--- src/rtl/vsplit_pkg.sv ---
package vsplit_pkg;

  typedef enum logic [1:0] {
    TAG_CB = 2'd0,
    TAG_Y0 = 2'd1,
    TAG_CR = 2'd2,
    TAG_Y1 = 2'd3
  } comp_tag_e;

  typedef enum logic [1:0] {
    HDR_IDLE  = 2'd0,
    HDR_ONES  = 2'd1,
    HDR_ZERO1 = 2'd2,
    HDR_ZERO2 = 2'd3
  } hdr_state_e;

  localparam int unsigned NUM_LANES = 2;
  localparam int unsigned LANE_ENC  = 0;
  localparam int unsigned LANE_RGB  = 1;

  function automatic comp_tag_e tag_advance(input comp_tag_e t);
    return comp_tag_e'(t + 2'd1);
  endfunction

endpackage

--- src/rtl/vsplit_edge_capture.sv ---
module vsplit_edge_capture #(
  parameter int unsigned W = 8
) (
  input  logic         clk,
  input  logic         rst_n,
  input  logic [W-1:0] bus_i,
  output logic [W-1:0] rise_o,
  output logic [W-1:0] fall_o
);

  logic [W-1:0] fall_hold;

  always_ff @(posedge clk or negedge rst_n) begin
    if (!rst_n) rise_o <= '0;
    else        rise_o <= bus_i;
  end

  always_ff @(negedge clk or negedge rst_n) begin
    if (!rst_n) fall_hold <= '0;
    else        fall_hold <= bus_i;
  end

  always_ff @(posedge clk or negedge rst_n) begin
    if (!rst_n) fall_o <= '0;
    else        fall_o <= fall_hold;
  end

endmodule

--- src/rtl/vsplit_lane.sv ---
module vsplit_lane
  import vsplit_pkg::*;
#(
  parameter int unsigned W = 8
) (
  input  logic         clk,
  input  logic         rst_n,
  input  logic [W-1:0] word_i,
  output logic [W-1:0] data_o,
  output logic [1:0]   tag_o,
  output logic         valid_o,
  output logic         sync_o
);

  function automatic logic is_ones(input logic [W-1:0] w);
    return w == {W{1'b1}};
  endfunction

  function automatic logic is_zero(input logic [W-1:0] w);
    return w == {W{1'b0}};
  endfunction

  hdr_state_e hs_q, hs_d;
  comp_tag_e  ph_q, ph_d;
  logic       lock_q, lock_d;
  logic       word_valid, word_sync;
  comp_tag_e  word_tag;
  logic       plain_word;

  always_comb begin
    hs_d       = hs_q;
    ph_d       = ph_q;
    lock_d     = lock_q;
    word_valid = 1'b0;
    word_sync  = 1'b0;
    word_tag   = ph_q;
    plain_word = 1'b0;
    case (hs_q)
      HDR_ZERO2: begin
        hs_d      = HDR_IDLE;
        ph_d      = TAG_CB;
        lock_d    = 1'b1;
        word_sync = 1'b1;
      end
      HDR_ONES: begin
        if (is_zero(word_i)) hs_d = HDR_ZERO1;
        else                 plain_word = 1'b1;
      end
      HDR_ZERO1: begin
        if (is_zero(word_i)) hs_d = HDR_ZERO2;
        else                 plain_word = 1'b1;
      end
      default: plain_word = 1'b1;
    endcase
    if (plain_word) begin
      if (is_ones(word_i)) begin
        hs_d = HDR_ONES;
      end else begin
        hs_d       = HDR_IDLE;
        word_valid = lock_q;
        ph_d       = tag_advance(ph_q);
      end
    end
  end

  always_ff @(posedge clk or negedge rst_n) begin
    if (!rst_n) begin
      hs_q    <= HDR_IDLE;
      ph_q    <= TAG_CB;
      lock_q  <= 1'b0;
      data_o  <= '0;
      tag_o   <= TAG_CB;
      valid_o <= 1'b0;
      sync_o  <= 1'b0;
    end else begin
      hs_q    <= hs_d;
      ph_q    <= ph_d;
      lock_q  <= lock_d;
      data_o  <= word_i;
      tag_o   <= word_tag;
      valid_o <= word_valid;
      sync_o  <= word_sync;
    end
  end

endmodule

--- src/rtl/vsplit_dual_edge.sv ---
module vsplit_dual_edge
  import vsplit_pkg::*;
#(
  parameter int unsigned W = 8
) (
  input  logic         clk,
  input  logic         rst_n,
  input  logic         swap_sel,
  input  logic [W-1:0] din,
  output logic [W-1:0] enc_data,
  output logic [1:0]   enc_tag,
  output logic         enc_valid,
  output logic [W-1:0] rgb_data,
  output logic [1:0]   rgb_tag,
  output logic         rgb_valid
);

  logic [W-1:0] rise_word;
  logic [W-1:0] fall_word;
  logic [W-1:0] lane_in    [NUM_LANES];
  logic [W-1:0] lane_data  [NUM_LANES];
  logic [1:0]   lane_tag   [NUM_LANES];
  logic         lane_valid [NUM_LANES];
  logic         lane_sync  [NUM_LANES];

  vsplit_edge_capture #(.W(W)) i_cap (
    .clk    (clk),
    .rst_n  (rst_n),
    .bus_i  (din),
    .rise_o (rise_word),
    .fall_o (fall_word)
  );

  for (genvar g = 0; g < NUM_LANES; g++) begin : g_lane
    localparam logic RISE_DEFAULT = (g == LANE_ENC);
    assign lane_in[g] = (RISE_DEFAULT ^ swap_sel) ? rise_word : fall_word;

    vsplit_lane #(.W(W)) i_lane (
      .clk     (clk),
      .rst_n   (rst_n),
      .word_i  (lane_in[g]),
      .data_o  (lane_data[g]),
      .tag_o   (lane_tag[g]),
      .valid_o (lane_valid[g]),
      .sync_o  (lane_sync[g])
    );
  end

  logic [W-1:0] enc_word_in, rgb_word_in;
  logic         enc_sync, rgb_sync;
  assign enc_word_in = lane_in[LANE_ENC];
  assign rgb_word_in = lane_in[LANE_RGB];
  assign enc_sync    = lane_sync[LANE_ENC];
  assign rgb_sync    = lane_sync[LANE_RGB];

  assign enc_data  = lane_data[LANE_ENC];
  assign enc_tag   = lane_tag[LANE_ENC];
  assign enc_valid = lane_valid[LANE_ENC];
  assign rgb_data  = lane_data[LANE_RGB];
  assign rgb_tag   = lane_tag[LANE_RGB];
  assign rgb_valid = lane_valid[LANE_RGB];

endmodule

--- config.mk ---
export PLATFORM = sky130hd
export DESIGN_NAME = vsplit_dual_edge
export DESIGN_NICKNAME = d
export VERILOG_FILES = /design/src/rtl/vsplit_pkg.sv /design/src/rtl/vsplit_edge_capture.sv /design/src/rtl/vsplit_lane.sv /design/src/rtl/vsplit_dual_edge.sv
export SDC_FILE = /design/constraint.sdc
export NUM_CORES = 1
export LEC_CHECK = 0
export BUFFER_PORTS_ARGS = -buffer_cell sky130_fd_sc_hd__buf_2
export CAP_MARGIN = 20
export CORE_ASPECT_RATIO = 1.25
export CORE_MARGIN = 2
export CORE_UTILIZATION = 51
export DETAILED_ROUTE_END_ITERATION = 10
export PLACE_DENSITY_LB_ADDON = 0.2
export SLEW_MARGIN = 5
export SYNTH_ARGS = -nofsm -noshare
export SYNTH_HDL_FRONTEND = slang
export SYNTH_SLANG_ARGS = --single-unit
--- constraint.sdc ---
create_clock -name clk -period 3.34 [get_ports clk]
set_input_delay 0.334 -clock clk [delete_from_list [all_inputs] [get_ports clk]]
set_output_delay 0.334 -clock clk [all_outputs]
set_load 0.05 [all_outputs]
==> results.ini, run 1 <==
[synthesis]
syn_nets = 191
synth-edff-count = 0
synth-async-reset-ratio_pct = 100
synth_area_um2 = 2250
synth_cells = 172
ys_types = 38
ys.flop_type = dfrtp_1
ys_warn_count = 0
ys_ff_latch = 56
synth_seq_area_share_pct = 62.2
syn_avg_cell_area_um2 = 13.1

[finish]
layout_commonest_cell = dfrtp_1
drive_gt1_share_pct = 30.6
n_antenna_cell = 0
mostFrequentLayoutCells = 48 x dfrtp_1, 32 x buf_2, 17 x mux2_2, 13 x nor2_1, 11 x inv_1
finish.utilization_pct = 59.5
fill_cells = 400
nNetsFinal = 227
final_cell_area_um2 = 2570
syn2layout_area_growth_pct = 14.2

[clock_tree]
insertion_delay_ns = 0.31
path_clk_slew_ns = 0.10
htree_levels = 2
root_buffer = clkbuf_8
hold_buffers = 0
cts_tree = built
clockBufferDepth = 2
cts.repair.resized = 0
numCtsBuffers = 5
clock-sinks = 56
cts_setup_buffers = 0

[global_routing]
antenna_found_initial = 0
grt_pass1_wl_um = 6490
grt.overflow.total = 0
grt_max_degree = 31
grt_pass1_vias = 1438
track_usage_pct = 16.8

[run_status]
status = complete, no violations

[detailed_routing]
postRouteAntennaNets = 0
firstDrtPassIters = 4
drtIter0Drc = 78
avgRoutedWirePerCell_um = 13.8
drc = 0
routed_wl_um = 3700
drt-vias-per-instance = 5.45
vias = 1455

[placement]
dp_hpwl_um = 2830
place_congestion = 0.787
place_area_um2 = 2480
port_buffers = 32

[sta]
finalSetupTns_ns = 0
grt_setup_unrepaired = false
hold_violations = 0
setup_viol = 0
relSlewSlack_pct = 59.8
slew_violations = 0
finalClockSkew_ns = 0.0115
worst_pin_slew_ns = 0.603
whs_ns = 0.0259

[critical_path]
required_ns = 3.59
path_depth = 0
arrival_ns = 2.37
rrSetupSlack_ns = 1.21
crit_path_end_kind = register
reg2reg_from = i_cap.fall_hold[5]
cp_max_fo = 1
critPathLaunchType = register
path_class = reg -> reg
startpoint = i_cap.fall_hold[5]
ff2ff_path_depth = 0
r2r-end = i_cap.fall_o[5]
critPathCapture = i_cap.fall_o[5]

[floorplan]
core_region_area_um2 = 4320
dieWidth_um = 63.4
start_util_pct = 52.1
rows = 27
io_pins = 33
die_area_um2 = 4970
die_h_um = 78.3

[power_and_ir_drop]
p_total_mw = 1.52
p_leak_nw = 1.16
p_per_area_nw_per_um2 = 591
max-vdd-ir-drop_mv = 0.411

[job]
timing.max_cap.violations = 0

[worst_hold_path]
min_path_type = in -> async

[sequential cells by signal (all words and copies together), names as in the netlist]
name / count
g_lane.i_lane.lock_q: 2
g_lane.i_lane.hs_q: 4
g_lane.i_lane.ph_q: 4
g_lane.i_lane.data_o: 16
g_lane.i_lane.tag_o: 4
i_cap.rise_o: 8
g_lane.i_lane.valid_o: 2
i_cap.fall_hold: 8
i_cap.fall_o: 8
[cells in the mapped netlist (3+ instances only)]
library cell	number	area share, %
ha_1	8	4.4
nor3_1	5	1.1
nand4_1	4	1.1
nand2_1	9	1.5
dfrtp_1	48	53
nand3_1	4	0.89
o211ai_1	7	2.3
mux2_2	17	8.5
inv_1	11	1.8
dfrtn_1	8	8.9
buf_2	3	0.67
nor2_1	13	2.2
nor4_1	3	0.83
[metrics by stage]
step | std cells | worst slack (ns)
floorplan | 172 | 1.19
global placement | 259 | 0.986
detailed placement | 259 | 0.938
CTS | 267 | 1.21
global route | 267 | 1.20
finish | 267 | 1.21
[power by group]
part | total (mW) | switching (mW) | internal (mW)
Clock | 0.372 | 0.218 | 0.154
Sequential | 0.807 | 0.0498 | 0.757
Combinational | 0.340 | 0.237 | 0.103
[routing by layer]
| layer | vias up | wire, µm | track usage [%] |
|---|---|---|---|
| li1 | 691 | - | - |
| met1 | 719 | 1450 | 19.1 |
| met2 | 39 | 2030 | 30.6 |
| met3 | 6 | 163 | 3.87 |
| met4 | 0 | 57 | 6.09 |
| met5 | - | 0 | 0 |
[cell type report]
class	count	area [µm²]	area share, %
inverter	11	41.3	1.61
clock buffer	5	68.8	2.68
sequential	56	1400	54.5
multi-input combinational	100	787	30.6
timing repair buffer	34	175	6.81
clock inverter	3	25.0	0.973
tap	58	72.6	2.82
[how the worst min path moves through the flow]
stage / from / to / slack (ns) / cells past startpoint
final: rst_n / i_cap.rise_o[5] / 0.03 / 1
after global routing: rst_n / i_cap.rise_o[5] / 0.05 / 1
after CTS: rst_n / i_cap.rise_o[5] / 0.04 / 1
after detailed placement: rst_n / i_cap.rise_o[5] / 0.38 / 1
after global placement: rst_n / i_cap.rise_o[5] / 0.36 / 1
after floorplan: rst_n / g_lane[0].i_lane.data_o[0] / 0.04 / 0
[cell families (layout without fill, tap and decap cells)]
family	after synthesis	in the layout	synth area share [%]
mux	18	18	8.94
compound gates	23	23	8.06
buf+inv	16	53	2.83
simple gates	51	51	13.5
fa+ha+maj	8	8	4.44
flops	56	56	62.2
(Power assumes the default switching activity.)
==> inputs of run 2 (changes only) <==
--- a/config.mk
+++ b/config.mk
@@ -5,11 +5,12 @@
 export SDC_FILE = /design/constraint.sdc
 export NUM_CORES = 1
 export LEC_CHECK = 0
+export ABC_AREA = 1
 export BUFFER_PORTS_ARGS = -buffer_cell sky130_fd_sc_hd__buf_2
 export CAP_MARGIN = 20
 export CORE_ASPECT_RATIO = 1.25
 export CORE_MARGIN = 2
-export CORE_UTILIZATION = 51
+export CORE_UTILIZATION = 50
 export DETAILED_ROUTE_END_ITERATION = 10
 export PLACE_DENSITY_LB_ADDON = 0.2
 export SLEW_MARGIN = 5
==> constraint.sdc (replaced) <==
create_clock -name clk -period 1.8 [get_ports clk]
set_input_delay 0.18 -clock clk [delete_from_list [all_inputs] [get_ports clk]]
set_output_delay 0.18 -clock clk [all_outputs]
set_load 0.05 [all_outputs]
==> run 2 against run 1 <==
Net effect:
- core utilization up 1.8 points
- synthesized cell count up 47%
- register-to-register slack worse by 0.81 ns
- critical path type is now in -> reg
- critical endpoint is now i_cap.fall_hold[7]
- highest routed layer unchanged
==> results.ini, run 2 <==
[run_status]
status = complete, no violations

[global_routing]
grt_pass1_wl_um = 6560  ; +1.1%
antenna_found_initial = 0  ; unchanged
grt-busiest-layer = met2
track_usage_pct = 16.6  ; -0.21 points
gr-usage-met1_pct = 19.4  ; +0.31 points
met2_usage_pct = 30.1  ; -0.53 points
grt.overflow.total = 0  ; unchanged
grt_max_degree = 35  ; +13%
grt_use_met3_pct = 3.78  ; -0.087 points
grt_pass1_vias = 1546  ; +7.5%

[synthesis]
ys_ff_latch = 56  ; unchanged
synth_area_leaders = dfrtp_1 52%, nand2_1 15%, dfrtn_1 8.6%
syn_avg_cell_area_um2 = 9.19  ; -30%
ys.flop_type = dfrtp_1
synth_area_um2 = 2310  ; +2.8%
netlist.area_leader.share_pct = 51.9  ; -1.4 points
synth_commonest_cells = 93 x nand2_1, 48 x dfrtp_1, 38 x inv_1, 11 x inv_2, 9 x nor2_1
ys_warn_count = 0  ; unchanged
yosysTopAreaCell = dfrtp_1
synth-edff-count = 0  ; unchanged
synth-async-reset-ratio_pct = 100  ; unchanged
syn_nets = 271  ; +42%
synth_seq_area_share_pct = 60.5  ; -1.7 points
synth_cells = 252  ; +47%
yosysMostFrequentCell = nand2_1
ys_types = 19  ; -50%

[critical_path]
slowest_delay_ns = 0.53
path_buf_inv = 2
crit_path_cell_trace = dlygate4sd3_1 -> buf_2
cp_top_family = buffers and inverters
crit_path_end_kind = register
required_ns = 1.05  ; -2.54 ns
arrival_ns = 0.83  ; -1.54 ns
path_class = in -> reg
cp_max_fo = 2  ; +1
critPathLaunchType = input port
critPathSlowestCell = dlygate4sd3_1

[detailed_routing]
drtIter0Drc = 62  ; -21%
firstDrtPassIters = 4  ; unchanged
postRouteAntennaNets = 0  ; unchanged
vias = 1613  ; +11%
avgRoutedWirePerCell_um = 10.1  ; -27%
drt-vias-per-instance = 4.51  ; -17%
routed_wl_um = 3630  ; -1.8%
drc = 0  ; unchanged

[finish]
largest_register_ffs = 16  ; unchanged
drive_gt1_share_pct = 21.3  ; -9.3 points
layout.cells.non_filler = 358  ; +34%
layout_commonest_cell = nand2_1
finish.utilization_pct = 61.2  ; +1.8 points
syn2layout_area_growth_pct = 17.1
final_cell_area_um2 = 2710  ; +5.4%
nNetsFinal = 318  ; +40%
mostFrequentLayoutCells = 93 x nand2_1, 48 x dfrtp_1, 38 x inv_1, 32 x buf_2, 11 x inv_2
top_register = g_lane.i_lane.data_o
n_antenna_cell = 0  ; unchanged

[sta]
relSlewSlack_pct = 71.5  ; +12 points
setup_viol = 0  ; unchanged
grt_setup_unrepaired = false
hold_violations = 0  ; unchanged
finalClockSkew_ns = 0.0114  ; -0.0000618 ns
worst_pin_slew_ns = 0.427  ; -0.176 ns
finalSetupTns_ns = 0  ; unchanged
slew_violations = 0  ; unchanged

[placement]
dp_hpwl_um = 2880  ; +1.7%
place_area_um2 = 2530  ; +2.2%
port_buffers = 32  ; unchanged
place_inst = 341  ; +32%
place_congestion = 0.774  ; -1.7%

[power_and_ir_drop]
max-vdd-ir-drop_mv = 0.584  ; +42%
p_per_area_nw_per_um2 = 982  ; +66%
p_leak_nw = 1.49  ; +28%
p_total_mw = 2.66  ; +75%

[clock_tree]
numCtsBuffers = 5  ; unchanged
insertion_delay_ns = 0.30  ; about the same
cts_tree = built
htree_levels = 2  ; unchanged
clockBufferDepth = 2  ; unchanged
cts_setup_buffers = 0  ; unchanged
cts.repair.resized = 0  ; unchanged
clock-sinks = 56  ; unchanged
root_buffer = clkbuf_8
path_clk_slew_ns = 0.09  ; about the same
hold_buffers = 9  ; +9

[floorplan]
die_area_um2 = 5190  ; +4.6%
rows = 27  ; unchanged
core_region_area_um2 = 4430  ; +2.3%
start_util_pct = 52.3  ; +0.22 points
io_pins = 33  ; unchanged
die_h_um = 80.1  ; +2.3%
dieWidth_um = 64.9  ; +2.2%

[job]
timing.max_cap.violations = 0  ; unchanged

[worst_hold_path]
min_path_type = in -> async

## run 2: cell types whose count changed after synthesis, sizes merged, moves of 5 or more
| cell | delta |
|---|---|
| nand2 | +87 |
| inv | +38 |
| mux2 | -17 |
| o21ai | +10 |
| nand3 | +7 |
| nor4 | -7 |
| o211ai | -7 |
| nor3 | -5 |
## run 2: area by class of cell
class | instances | area [µm²]
inverters | 49 | 184
clock inverters | 3 | 18.8
well taps | 58 | 72.6
fillers | 399 | 1720
multi-input cells | 144 | 699
repair buffers | 43 | 265
flip-flops and latches | 56 | 1400
clock buffers | 5 | 68.8
## run 2: final timing paths
| kind | endpoint | startpoint | cells after the start | slack, ns |
|---|---|---|---|---|
| worst max-delay path | i_cap.fall_hold[7] | din[7] | 2 | 0.22 |
| worst min-delay path | i_cap.rise_o[5] | rst_n | 2 | 0.34 |
| worst max register to register | g_lane[0].i_lane.hs_q[0] | g_lane[0].i_lane.hs_q[0] | 8 | 0.40 |
| worst min register to register | g_lane[1].i_lane.tag_o[1] | g_lane[1].i_lane.ph_q[1] | 0 | 0.43 |
| max in group asynchronous | i_cap.fall_hold[6] | rst_n | 2 | 0.34 |
| min in group clk | g_lane[1].i_lane.data_o[6] | swap_sel | 3 | 0.34 |
## run 2: layer usage
layer  vias up  part of all wire, %
met1       744                   43
met5         -                    0
li1        837                    -
met2        27                   52
met3         5                  3.4
met4         0                  1.3
## run 2: cells by family after synthesis
logic type	count (synthesis)	share of synthesized area, %
simple gates	123	22.8
flops	56	60.5
buf+inv	52	9.24
compound gates	11	2.38
fa+ha+maj	8	4.32
xor+xnor	2	0.757
## run 2: where the power goes
group          switching (mW)  internal, mW
sequential             0.0585          1.39
combinational           0.415         0.152
clock                   0.378         0.272
total                   0.851          1.81
## run 2: metrics by stage
stage / hold WS (ns) / worst slack (ns)
2_1_floorplan: -0.116 / 0.478
3_3_place_gp: 0.143 / 0.213
3_5_place_dp: 0.142 / 0.197
4_1_cts: 0.314 / 0.226
5_1_grt: 0.359 / 0.207
6_report: 0.336 / 0.219
==> inputs of run 3 (changes only) <==
--- a/config.mk
+++ b/config.mk
@@ -12,7 +12,8 @@
 export CORE_MARGIN = 2
 export CORE_UTILIZATION = 50
 export DETAILED_ROUTE_END_ITERATION = 10
-export PLACE_DENSITY_LB_ADDON = 0.2
+export PLACE_DENSITY_LB_ADDON = 0.1
+export REMOVE_ABC_BUFFERS = 1
 export SLEW_MARGIN = 5
 export SYNTH_ARGS = -nofsm -noshare
 export SYNTH_HDL_FRONTEND = slang
==> run 3 against run 2 <==
Net effect:
- routed wire length is 3.4% lower
- clock-buffer cell count is 2 higher
- total power fell by 0.56%
- core utilization shrank 0.14 points
==> results.ini, run 3 (synthesized netlist as in run 2, its figures left out) <==
[critical_path]
startpoint = din[7]
crit_path_end_kind = register
cp_max_fo = 2  ; unchanged
cp_top_family = buffers and inverters
critPathLaunchType = input port
arrival_ns = 0.83  ; about the same
crit_path_cell_trace = dlygate4sd3_1 -> buf_2
reg2reg_from = g_lane[1].i_lane.hs_q[0]
path_class = in -> reg
required_ns = 1.05  ; about the same
critPathSlowestCell = dlygate4sd3_1
slowest_delay_ns = 0.53  ; about the same
path_buf_inv = 2  ; unchanged

[finish]
syn2layout_area_growth_pct = 16.8
n_antenna_cell = 0  ; unchanged
nNetsFinal = 318  ; unchanged
final_cell_area_um2 = 2700  ; -0.23%
largest_register_ffs = 16  ; unchanged
layout_commonest_cell = nand2_1
top_register = g_lane.i_lane.data_o
mostFrequentLayoutCells = 93 x nand2_1, 48 x dfrtp_1, 38 x inv_1, 32 x buf_2, 11 x inv_2
drive_gt1_share_pct = 20.7  ; -0.67 points

[clock_tree]
cts_tree = built
numCtsBuffers = 5  ; unchanged
insertion_delay_ns = 0.30  ; about the same
path_clk_slew_ns = 0.09  ; about the same
clockBufferDepth = 2  ; unchanged
root_buffer = clkbuf_8
clock-sinks = 56  ; unchanged
cts_setup_buffers = 0  ; unchanged
htree_levels = 2  ; unchanged

[floorplan]
start_util_pct = 52.3  ; unchanged
die_h_um = 80.1  ; unchanged
io_pins = 33  ; unchanged
rows = 27  ; unchanged
dieWidth_um = 64.9  ; unchanged
core_region_area_um2 = 4430  ; unchanged
die_area_um2 = 5190  ; unchanged

[sta]
worst_pin_slew_ns = 0.428  ; +0.000768 ns
setup_viol = 0  ; unchanged
finalSetupTns_ns = 0  ; unchanged
grt_setup_unrepaired = false
relSlewSlack_pct = 71.5  ; about the same
hold_violations = 0  ; unchanged
slew_violations = 0  ; unchanged
finalClockSkew_ns = 0.0117  ; +0.000236 ns

[run_status]
status = complete, no violations

[detailed_routing]
avgRoutedWirePerCell_um = 9.80  ; -3.4%
drt-vias-per-instance = 4.38  ; -2.7%
postRouteAntennaNets = 0  ; unchanged
routed_wl_um = 3510  ; -3.4%
drtIter0Drc = 62  ; unchanged
drc = 0  ; unchanged
vias = 1569  ; -2.7%
firstDrtPassIters = 6  ; +2

[global_routing]
antenna_found_initial = 0  ; unchanged
grt_pass1_wl_um = 6220  ; -5.2%
grt_max_degree = 26  ; -26%
grt.overflow.total = 0  ; unchanged
grt_pass1_vias = 1485  ; -3.9%
track_usage_pct = 15.8  ; -0.82 points

[placement]
place_area_um2 = 2530  ; unchanged
port_buffers = 32  ; unchanged
dp_hpwl_um = 2740  ; -5.1%
place_congestion = 0.822  ; +6.2%

[worst_hold_path]
min_from = swap_sel
min_path_type = in -> reg

[power_and_ir_drop]
max-vdd-ir-drop_mv = 0.581  ; -0.42%
p_leak_nw = 1.48  ; -0.38%
p_per_area_nw_per_um2 = 978  ; -0.33%

[job]
timing.max_cap.violations = 0  ; unchanged

==> run 3: worst paths after layout <==
check                                        endpoint  slack (ns)  cells past startpoint
min in group asynchronous             i_cap.rise_o[2]        0.39                      2
hold / removal             g_lane[0].i_lane.data_o[6]        0.33                      3
hold reg to reg             g_lane[1].i_lane.tag_o[1]        0.42                      0
max in group asynchronous          i_cap.fall_hold[2]        0.29                      2
setup reg to reg             g_lane[1].i_lane.hs_q[0]        0.36                      8
setup / recovery                   i_cap.fall_hold[7]        0.22                      2
==> run 3: repair_timing <==
| action | 4_1_cts | 5_1_grt |
|---|---|---|
| gates resized for setup | 0 | 0 |
| hold buffers | 9 | 0 |
| endpoints found under the hold margin | 20 | 0 |
==> run 3: area by class of cell <==
| type | instances | area, µm² |
|---|---|---|
| clock buffer | 7 | 76.3 |
| multi-input combinational | 144 | 699 |
| fill | 413 | 1720 |
| tap | 58 | 72.6 |
| timing repair buffer | 43 | 265 |
| clock inverter | 1 | 5.00 |
| sequential | 56 | 1400 |
| inverter | 49 | 184 |
==> run 3: routing by layer <==
layer / vias to the layer above / share of wire, % / track usage, %
met2: 31 / 49 / 27.7
met3: 4 / 4.1 / 4.76
met5: - / 0 / 0
met1: 702 / 45 / 18.1
met4: 0 / 1.1 / 5.74
li1: 832 / - / -
==> run 3: where the power goes <==
part	switching (mW)	internal (mW)	leakage [nW]	total, mW
combinational	0.417	0.152	0.773	0.568
clock	0.362	0.274	0.0422	0.636
sequential	0.0555	1.39	0.668	1.44
total	0.834	1.81	1.48	2.65
==> run 3: worst reg2reg max path, cell delays in order, from the launching register on <==
cell     delay [ns]
dfrtp_1        0.42
inv_1          0.09
ha_1           0.31
inv_1          0.09
nand3_2        0.11
nand2_2        0.12
nand2_1        0.08
nand3_1        0.07
nand2_1        0.05
==> run 3: metrics by stage <==
| stage | hold slack (ns) | setup WS (ns) | total power [mW] | util [%] | instances |
|---|---|---|---|---|---|
| floorplan | -0.116 | 0.478 | 1.88 | - | 249 |
| global placement | 0.144 | 0.211 | 2.02 | 57.2 | 341 |
| detailed placement | 0.147 | 0.197 | 2.03 | 57.2 | 341 |
| CTS | 0.315 | 0.225 | 2.68 | 61.1 | 358 |
| global route | 0.341 | 0.197 | 2.80 | 61.1 | 358 |
| finish | 0.332 | 0.219 | 2.65 | 61.1 | 358 |
